===== src/rtl/iso_pkg.sv =====
package iso_pkg;
    typedef logic [7:0] byte_t;
    localparam byte_t ONE_PATTERN  = 8'h55;
    localparam byte_t ZERO_PATTERN = 8'h00;
endpackage


===== src/rtl/iso_sum_lfsr.sv =====
module iso_sum_lfsr #(
    parameter int W = 8
) (
    input  logic [W-1:0] cur,
    input  logic         din,
    output logic [W-1:0] nxt
);
    // shift toward bit 0, feedback enters at the top
    always_comb begin
        nxt = {cur[1] ^ cur[0] ^ din, cur[W-1:1]};
    end
endmodule


===== src/rtl/iso_bit_pick.sv =====
module iso_bit_pick #(
    parameter int ID_W  = 64,
    parameter int SUM_W = 8,
    parameter int POS_W = 7
) (
    input  logic [POS_W-1:0] pos,
    input  logic [ID_W-1:0]  ident,
    input  logic [SUM_W-1:0] csum,
    output logic             in_id,
    output logic             bit_out
);
    localparam int ID_IDX_W  = (ID_W  > 1) ? $clog2(ID_W)  : 1;
    localparam int SUM_IDX_W = (SUM_W > 1) ? $clog2(SUM_W) : 1;
    localparam logic [POS_W-1:0] ID_END = POS_W'(ID_W);

    logic [ID_IDX_W-1:0]  id_idx;
    logic [SUM_IDX_W-1:0] sum_idx;

    always_comb begin
        in_id   = (pos < ID_END);
        id_idx  = ID_IDX_W'(pos);
        sum_idx = SUM_IDX_W'(pos - ID_END);
        bit_out = in_id ? ident[id_idx] : csum[sum_idx];
    end
endmodule


===== src/rtl/iso_id_shifter.sv =====
module iso_id_shifter
    import iso_pkg::*;
#(
    parameter int          ID_W       = 64,
    parameter int          SUM_W      = 8,
    parameter logic [7:0]  SUM_SEED   = 8'h6A,
    parameter logic [7:0]  RESUME_PTR = 8'h1B,
    parameter logic [7:0]  SUM_SLOT   = 8'h1A
) (
    input  logic             clk,
    input  logic             rst_n,
    input  logic             iso_active,
    input  logic             rd_stb,
    input  logic             wake_hit,
    input  logic [ID_W-1:0]  ident,
    output logic [7:0]       rd_data,
    output logic             cfg_req,
    output logic             ptr_load,
    output logic [7:0]       ptr_value,
    output logic             sum_store,
    output logic [7:0]       sum_addr,
    output logic [SUM_W-1:0] sum_value
);
    localparam int STREAM_LEN = ID_W + SUM_W;
    localparam int POS_W      = $clog2(STREAM_LEN);
    localparam logic [POS_W-1:0] ID_END   = POS_W'(ID_W);
    localparam logic [POS_W-1:0] LAST_POS = POS_W'(STREAM_LEN - 1);
    localparam logic [POS_W-1:0] POS_ONE  = POS_W'(1);

    typedef struct packed {
        logic [POS_W-1:0] pos;
        logic             pair;
        logic [SUM_W-1:0] csum;
        byte_t            shift;
        byte_t            rdata;
        logic             cfg;
        logic             sumwr;
        logic [SUM_W-1:0] sumval;
    } st_t;

    st_t st_d, st_q;

    logic             cur_bit;
    logic             cur_in_id;
    logic [SUM_W-1:0] csum_next;

    iso_bit_pick #(.ID_W(ID_W), .SUM_W(SUM_W), .POS_W(POS_W)) u_pick (
        .pos     (st_q.pos),
        .ident   (ident),
        .csum    (st_q.csum),
        .in_id   (cur_in_id),
        .bit_out (cur_bit)
    );

    iso_sum_lfsr #(.W(SUM_W)) u_lfsr (
        .cur (st_q.csum),
        .din (cur_bit),
        .nxt (csum_next)
    );

    always_comb begin
        st_d       = st_q;
        st_d.cfg   = 1'b0;
        st_d.sumwr = 1'b0;
        if (wake_hit) begin
            st_d.csum = SUM_W'(SUM_SEED);
            st_d.pair = 1'b0;
            if (rd_stb) st_d.rdata = ZERO_PATTERN;
        end else if (rd_stb && !iso_active) begin
            st_d.rdata = ZERO_PATTERN;
        end else if (rd_stb) begin
            if (!st_q.pair) begin
                if (cur_in_id) st_d.csum = csum_next;
                if (st_q.pos == ID_END) begin
                    st_d.sumwr  = 1'b1;
                    st_d.sumval = st_q.csum;
                end
                st_d.shift = cur_bit ? ONE_PATTERN : ZERO_PATTERN;
                st_d.pos   = (st_q.pos == LAST_POS) ? '0 : st_q.pos + POS_ONE;
            end else begin
                st_d.shift = st_q.shift << 1;
                if (st_q.pos == '0) st_d.cfg = 1'b1;
            end
            st_d.rdata = st_d.shift;
            st_d.pair  = ~st_q.pair;
        end
    end

    always_ff @(posedge clk) begin
        if (!rst_n) begin
            st_q.pos    <= '0;
            st_q.pair   <= 1'b0;
            st_q.csum   <= SUM_W'(SUM_SEED);
            st_q.shift  <= ZERO_PATTERN;
            st_q.rdata  <= ZERO_PATTERN;
            st_q.cfg    <= 1'b0;
            st_q.sumwr  <= 1'b0;
            st_q.sumval <= '0;
        end else begin
            st_q <= st_d;
        end
    end

    assign rd_data   = st_q.rdata;
    assign cfg_req   = st_q.cfg;
    assign ptr_load  = st_q.cfg;
    assign ptr_value = RESUME_PTR;
    assign sum_store = st_q.sumwr;
    assign sum_addr  = SUM_SLOT;
    assign sum_value = st_q.sumval;

    // idle-phase read yields zero and freezes the stream state
    p_idle_read_r2: assert property (@(posedge clk) disable iff (!rst_n)
        rd_stb && !iso_active && !wake_hit |=>
            rd_data == 8'h00 && $stable(st_q.pos) && $stable(st_q.pair) && $stable(st_q.csum));

    // first read answers with one of two patterns
    p_first_pattern_r3: assert property (@(posedge clk) disable iff (!rst_n)
        rd_stb && iso_active && !wake_hit && !st_q.pair |=>
            (rd_data == 8'h55 || rd_data == 8'h00));

    // second read is the first response moved up one bit, position held
    p_second_shift_r4: assert property (@(posedge clk) disable iff (!rst_n)
        rd_stb && iso_active && !wake_hit && st_q.pair |=>
            rd_data == 8'($past(st_q.shift) << 1) && $stable(st_q.pos));

    // wake presets the checksum and restarts pairing
    p_wake_preset_r8: assert property (@(posedge clk) disable iff (!rst_n)
        wake_hit |=> st_q.csum == SUM_W'(SUM_SEED) && !st_q.pair);

    // wake wins over a coincident read
    p_collide_r11: assert property (@(posedge clk) disable iff (!rst_n)
        wake_hit && rd_stb |=> rd_data == 8'h00 && $stable(st_q.pos));

    // configuration request only follows a qualifying read
    p_cfg_cause_r9: assert property (@(posedge clk) disable iff (!rst_n)
        cfg_req |-> $past(rd_stb && iso_active && !wake_hit));

    // checksum store happens right after the read at position 64
    p_sum_pos_r10: assert property (@(posedge clk) disable iff (!rst_n)
        sum_store |-> st_q.pos == ID_END + POS_ONE && st_q.pair);

    // the two pulses never coincide
    p_pulse_excl_r9: assert property (@(posedge clk) disable iff (!rst_n)
        $onehot0({cfg_req, sum_store}));
endmodule


===== config.mk =====
export PLATFORM = sky130hd
export DESIGN_NAME = iso_id_shifter
export DESIGN_NICKNAME = d
export VERILOG_FILES = /design/src/rtl/iso_pkg.sv /design/src/rtl/iso_sum_lfsr.sv /design/src/rtl/iso_bit_pick.sv /design/src/rtl/iso_id_shifter.sv
export SDC_FILE = /design/constraint.sdc
export NUM_CORES = 1
export LEC_CHECK = 0
export BUFFER_PORTS_ARGS = -buffer_cell sky130_fd_sc_hd__buf_4
export CORE_MARGIN = 2
export CORE_UTILIZATION = 49
export DETAILED_ROUTE_END_ITERATION = 8
export GPL_ROUTABILITY_DRIVEN = 0
export PLACE_DENSITY_LB_ADDON = 0.2
export SLEW_MARGIN = 40
export SYNTH_ARGS = -nofsm -noshare
export SYNTH_HDL_FRONTEND = slang
export SYNTH_SLANG_ARGS = --single-unit

===== constraint.sdc =====
create_clock -name clk -period 2.9 [get_ports clk]
set_input_delay 0.145 -clock clk [delete_from_list [all_inputs] [get_ports clk]]
set_output_delay 0.145 -clock clk [all_outputs]
set_load 0.02 [all_outputs]

# --- Word-level counts from Yosys, hierarchy flattened ---
# Cells that the tools add are included.
word_totals:
  inputBits: 69
  latch_bits: 0
  mem_bits_rw: 0
  rom_bits: 0
  regBits: 41
  memories: 0
  word_cells: 52
classes:
  shift: 0
  eq_ne: 3
  bitwise_logic: 7
  div_mod_pow: 0
  n_addsub: 2
  n_reduce_logical: 13
  order_cmp: 3
  muxes: 16
  mul: 0
op_table:
  columns: ["operator", "n"]
  rows:
  - ["8-bit two-way mux", 4]
  - ["18-bit two-way mux", 1]
  - ["9-bit two-way mux", 2]
  - ["7-bit == test (second input constant)", 2]
  - ["7-bit two-way mux", 2]
  - ["5-bit OR reduction", 2]
  - ["4-bit AND reduction", 2]
  - ["7-bit by 1-bit adder with 7-bit output (second input constant)", 1]
  - ["7-bit zero test", 1]
  - ["6-bit by 7-bit less-than comparator with 1-bit output (second input constant)", 1]
  - ["7-bit less-than comparator (second input constant)", 1]
  - ["1-bit binary-select mux with 6-bit select", 1]
  - ["1-bit two-way mux", 5]
  - ["1-bit inverter", 5]
  - ["5-bit AND reduction", 1]
  - ["3-bit by 4-bit less-than comparator with 1-bit output (second input constant)", 1]
  - ["2-bit AND reduction", 2]
  - ["1-bit binary-select mux with 3-bit select", 1]
  - ["3-bit AND reduction", 1]
  - ["3-bit by 1-bit subtractor with 3-bit output (second input constant)", 1]
  - ["2-bit inequality test (second input constant)", 1]
  - ["2-bit nonzero test", 1]
  - ["2-bit OR reduction", 1]
  - ["1-bit XOR", 2]
  - ["2 further kinds", 2]

# --- Depth between registers and ports, before layout ---
logic_depth:
  word_depth: 9
  depth_mapped: 9

# --- Modules after synthesis ---
# Synthesis repeated with hierarchy kept, for this count alone.
unflattened:
  cells_unflattened: 283
  hier_area_um2: 2641.3
by_module_without_submodules:
  columns: ["mod", "instances", "cells_each", "seq_area_each_um2", "area_per_inst_um2"]
  rows:
  - ["iso_id_shifter", 1, 216, 820.8, 1873.0]
  - ["iso_bit_pick", 1, 59, 0.0, 691.9]
  - ["iso_sum_lfsr", 1, 8, 0.0, 76.3]

# --- Worst setup path after synthesis ---
# No wires, ideal clock.
synth_path:
  path_kind: "reg2reg"
  start: "register, netlist name st_q[35]"
  end: "register st_q[20] in the netlist's numbering"
  setup_slack_ns: 0.853
  path_stages_with_launch: 7
  setup_time_ns: 0.133
  path_buffers: 1
  required_time_ns: 2.767
  synth_period_minus_slack_ns: 2.047
  t_arrival_ns: 1.914
  path_cell_list: "dfxtp_1 buf_6 mux4_2 a2111oi_2 o31ai_2 a22oi_4 a21oi_1"
synth_between:
  elab_chain_len: 6
synth_rtl:
  columns: ["element", "line_no", "source"]
  rows:
  - ["3-bit by 1-bit subtractor with 3-bit output", "iso_bit_pick.sv:22", "sum_idx = SUM_IDX_W'(pos - ID_END);"]
  - ["1-bit binary-select mux with 3-bit select", "iso_bit_pick.sv:23", "bit_out = in_id ? ident[id_idx] : csum[sum_idx];"]
  - ["1-bit two-way mux (implied by the code)", "iso_bit_pick.sv:23", null]
  - ["1-bit two-way mux *", "iso_bit_pick.sv:23", null]
  - ["7-bit two-way mux *", "iso_id_shifter.sv:78", "st_d.shift = cur_bit ? ONE_PATTERN : ZERO_PATTERN;"]
  - ["8-bit two-way mux *", "iso_id_shifter.sv:72", "if (!st_q.pair) begin"]
  - ["end signal, assigned", "iso_id_shifter.sv:100", "st_q <= st_d;"]
  - ["end, declared", "iso_id_shifter.sv:41", "st_t st_d, st_q;"]
# Mark *: on every way between the ends. The rest lies on a longest branch, timed or not. The select of a mux whose other input is x is not followed.
# A chain may end at the register's enable or synchronous reset.

# --- Worst setup path in the final report ---
layout_path:
  start: "register, netlist name st_q[35]"
  end: "register st_q[24] in the netlist's numbering"
layout_between:
  elab_chain_len: 6
layout_rtl:
  columns: ["element", "line_no"]
  rows:
  - ["3-bit by 1-bit subtractor with 3-bit output", "iso_bit_pick.sv:22"]
  - ["1-bit binary-select mux with 3-bit select", "iso_bit_pick.sv:23"]
  - ["1-bit two-way mux (implied by the code)", "iso_bit_pick.sv:23"]
  - ["1-bit two-way mux *", "iso_bit_pick.sv:23"]
  - ["7-bit two-way mux *", "iso_id_shifter.sv:78"]
  - ["8-bit two-way mux *", "iso_id_shifter.sv:72"]
# Marked as above.

==> metrics.txt <==
outcome=finished clean; cts bufs inserted=5; setup bufs post-CTS=0; fillcell total=474; Netlist cell types=45; Starting Density=50.6%; sequential-to-total area share from yosys stat=31.8%; final hold vios=0; largest fanout on the critical path=13; dpl cells=409; grt ovf=0; number of synthesized register bits=41; Synth area leader=dfxtp_1; most common cell in the netlist=nand2_1; mean post-synth cell area=9.17 um2; via count=2,190; vias in the first global route=2,099; worst reg2reg path startpoint=st_q[35]; HPWL Detailed=4540 um; Routed WL=5720 um; worst-margin pin slew=0.631 ns; CTS H-Tree Depth=2; Post-synth top flop=dfxtp_1; FF+latch area=821 um2; Slew Limit Headroom=57.9%; Final period util=83.4%; # port buffers=87; Crit. Startpoint=st_q[35]; pin count of the biggest net entering global routing=33; Worst Setup Start Kind=flop; Post-route DRC=0; Clock Tree Root=clkbuf_8; crit path capture type=flop; leak pwr=1.35 nW; Worst Skew=0.0114 ns; n_diodes=0; count of hold-fix buffers inserted at cts=0; Post-synth EDFFs=0; first-pass GRT wire length=9650 um; core area=0.00511 mm2; max cap viols=0; Peak Freq=0.414 GHz; post-synth top area share=31.8%; wire per inst=13.7 um; cell count after synthesis=282; Die X=76.6 um; Peak VDD IR=0.212 mV; crit path capture=st_q[24]; HP Class=input pin to flop; clock sink total=41; # setup viols final=0; Die Area=0.00587 mm2; YS warnings=0; RSZ-0062 raised after global routing=false; DR pass1 iterations=4; Worst Reg-to-Reg Cells=6; clk buf depth=2; Final Net Count=417; DRT antenna net count=0; start-to-end type of the worst setup path=flop to flop; area occupied by multi-input gates=0.00147 mm2; Vias/cell=5.25; crit path time final=2.42 ns; Worst EP required=3.08 ns; CTS tree=done; worst r2r dst=st_q[24]; Ports=104; initial DRC count=111; R2R Setup Slk=0.48 ns; antenna violations before repair=0; synthesized cell area=0.00258 mm2; row count=26; Non-Filler Instances=417; final max-slew violation count=0; Area contributors post-synth=dfxtp_1 32%, mux4_2 14%, buf_4 9.9%; commonest cells in the netlist=49 x nand2_1, 41 x dfxtp_1, 34 x buf_4, 16 x mux4_2, 14 x nand3_1; pwr dens=393 mW/mm2; Fin Setup TNS=0 ns; Post-CTS Resized=0; Post-synth ARST share=0%; share of cells above drive strength 1=36.3%; critical path arrival=2.60 ns; CTS clock-pin slew for the worst setup and hold paths=0.09 ns; worst skew pair latency=0.30 ns; GRT Total Usage=20.0%; Vert. Die Dim=76.6 um; Area Overhead vs Synth=24.6%
-- through the flow --
stage               hold slack [ns]  worst slack, ns  power (mW)  area (um2)  utilization, %
global route                  0.187            0.299        1.32        3220            63.1
floorplan                     0.303            0.853       0.725        2640               -
detailed placement            0.445            0.485       0.800        3100            60.7
CTS                           0.180            0.459        1.27        3220            63.1
finish                        0.181            0.482        1.27        3220            63.1
global placement              0.438            0.531       0.796        3100            60.7
-- flip-flops by register name, indices dropped and copies added, names as in the netlist --
register,count
cfg_req,1
sum_value,8
rd_data,8
st_q,23
sum_store,1
-- kinds of logic (layout without fill, tap and decap cells) --
kind of cell | after synthesis | after routing | synth area share (%)
and+or+nand+nor | 112 | 112 | 21.7
DFF | 41 | 41 | 31.8
buffers and inverters | 53 | 104 | 13.5
adders and majority gates | 2 | 2 | 0.968
muxes | 21 | 21 | 16.6
AOI/OAI and AO/OA | 44 | 44 | 12.8
xor gates and xnor gates | 7 | 7 | 2.37
other | 2 | 16 | 0.291
-- cells in the final DEF (no fill, tap or decap), types with 4 or more instances in the layout --
cell and count:
a21boi_0 12, a21oi_1 9, and2_1 5, buf_4 93, clkbuf_8 6, conb_1 16, dfxtp_1 41, mux4_2 16
nand2_1 49, nand2b_1 4, nand3_1 14, nand3b_1 6, nor2_1 10, nor2b_1 7, o21ai_1 5, xor2_1 4
-- cell type report --
cell class / count / share of cell area [%]
clock inverters: 2 / 1.17
repair buffers: 94 / 22.3
well taps: 70 / 2.72
clock buffers: 6 / 2.56
flip-flops and latches: 41 / 25.5
inverters: 2 / 0.233
multi-input cells: 202 / 45.6
-- critical path: stages, from the launching register on --
cell and delay [ns]:
dfxtp_1 0.65, mux4_2 0.55, nor2b_1 0.15, a2111oi_2 0.36, o31ai_2 0.15, a22oi_4 0.32, a21oi_1 0.12
-- worst min-delay path by stage --
stage,start,to,slack [ns],cells after the start
floorplan,wake_hit,st_q[27],0.30,2
global placement,sum_value[3],sum_value[3],0.44,2
detailed placement,sum_value[3],sum_value[3],0.44,2
CTS,wake_hit,st_q[32],0.18,3
global route,wake_hit,st_q[32],0.19,3
finish,wake_hit,st_q[31],0.18,3
-- power breakdown --
group | switching, mW | total, mW | leakage, nW | internal [mW]
sequential | 0.0124 | 0.585 | 0.332 | 0.572
combinational | 0.0840 | 0.202 | 0.964 | 0.118
clock | 0.199 | 0.479 | 0.0574 | 0.280
total | 0.295 | 1.27 | 1.35 | 0.971
-- metal layers --
layer	vias up	GRT usage (%)	wire length (um)
met5	-	0	0
met4	0	6.36	104
met3	12	3.79	366
met2	88	34.7	2860
met1	1008	25.2	2390
li1	1082	-	-
Power figures use the tool's default switching activity.
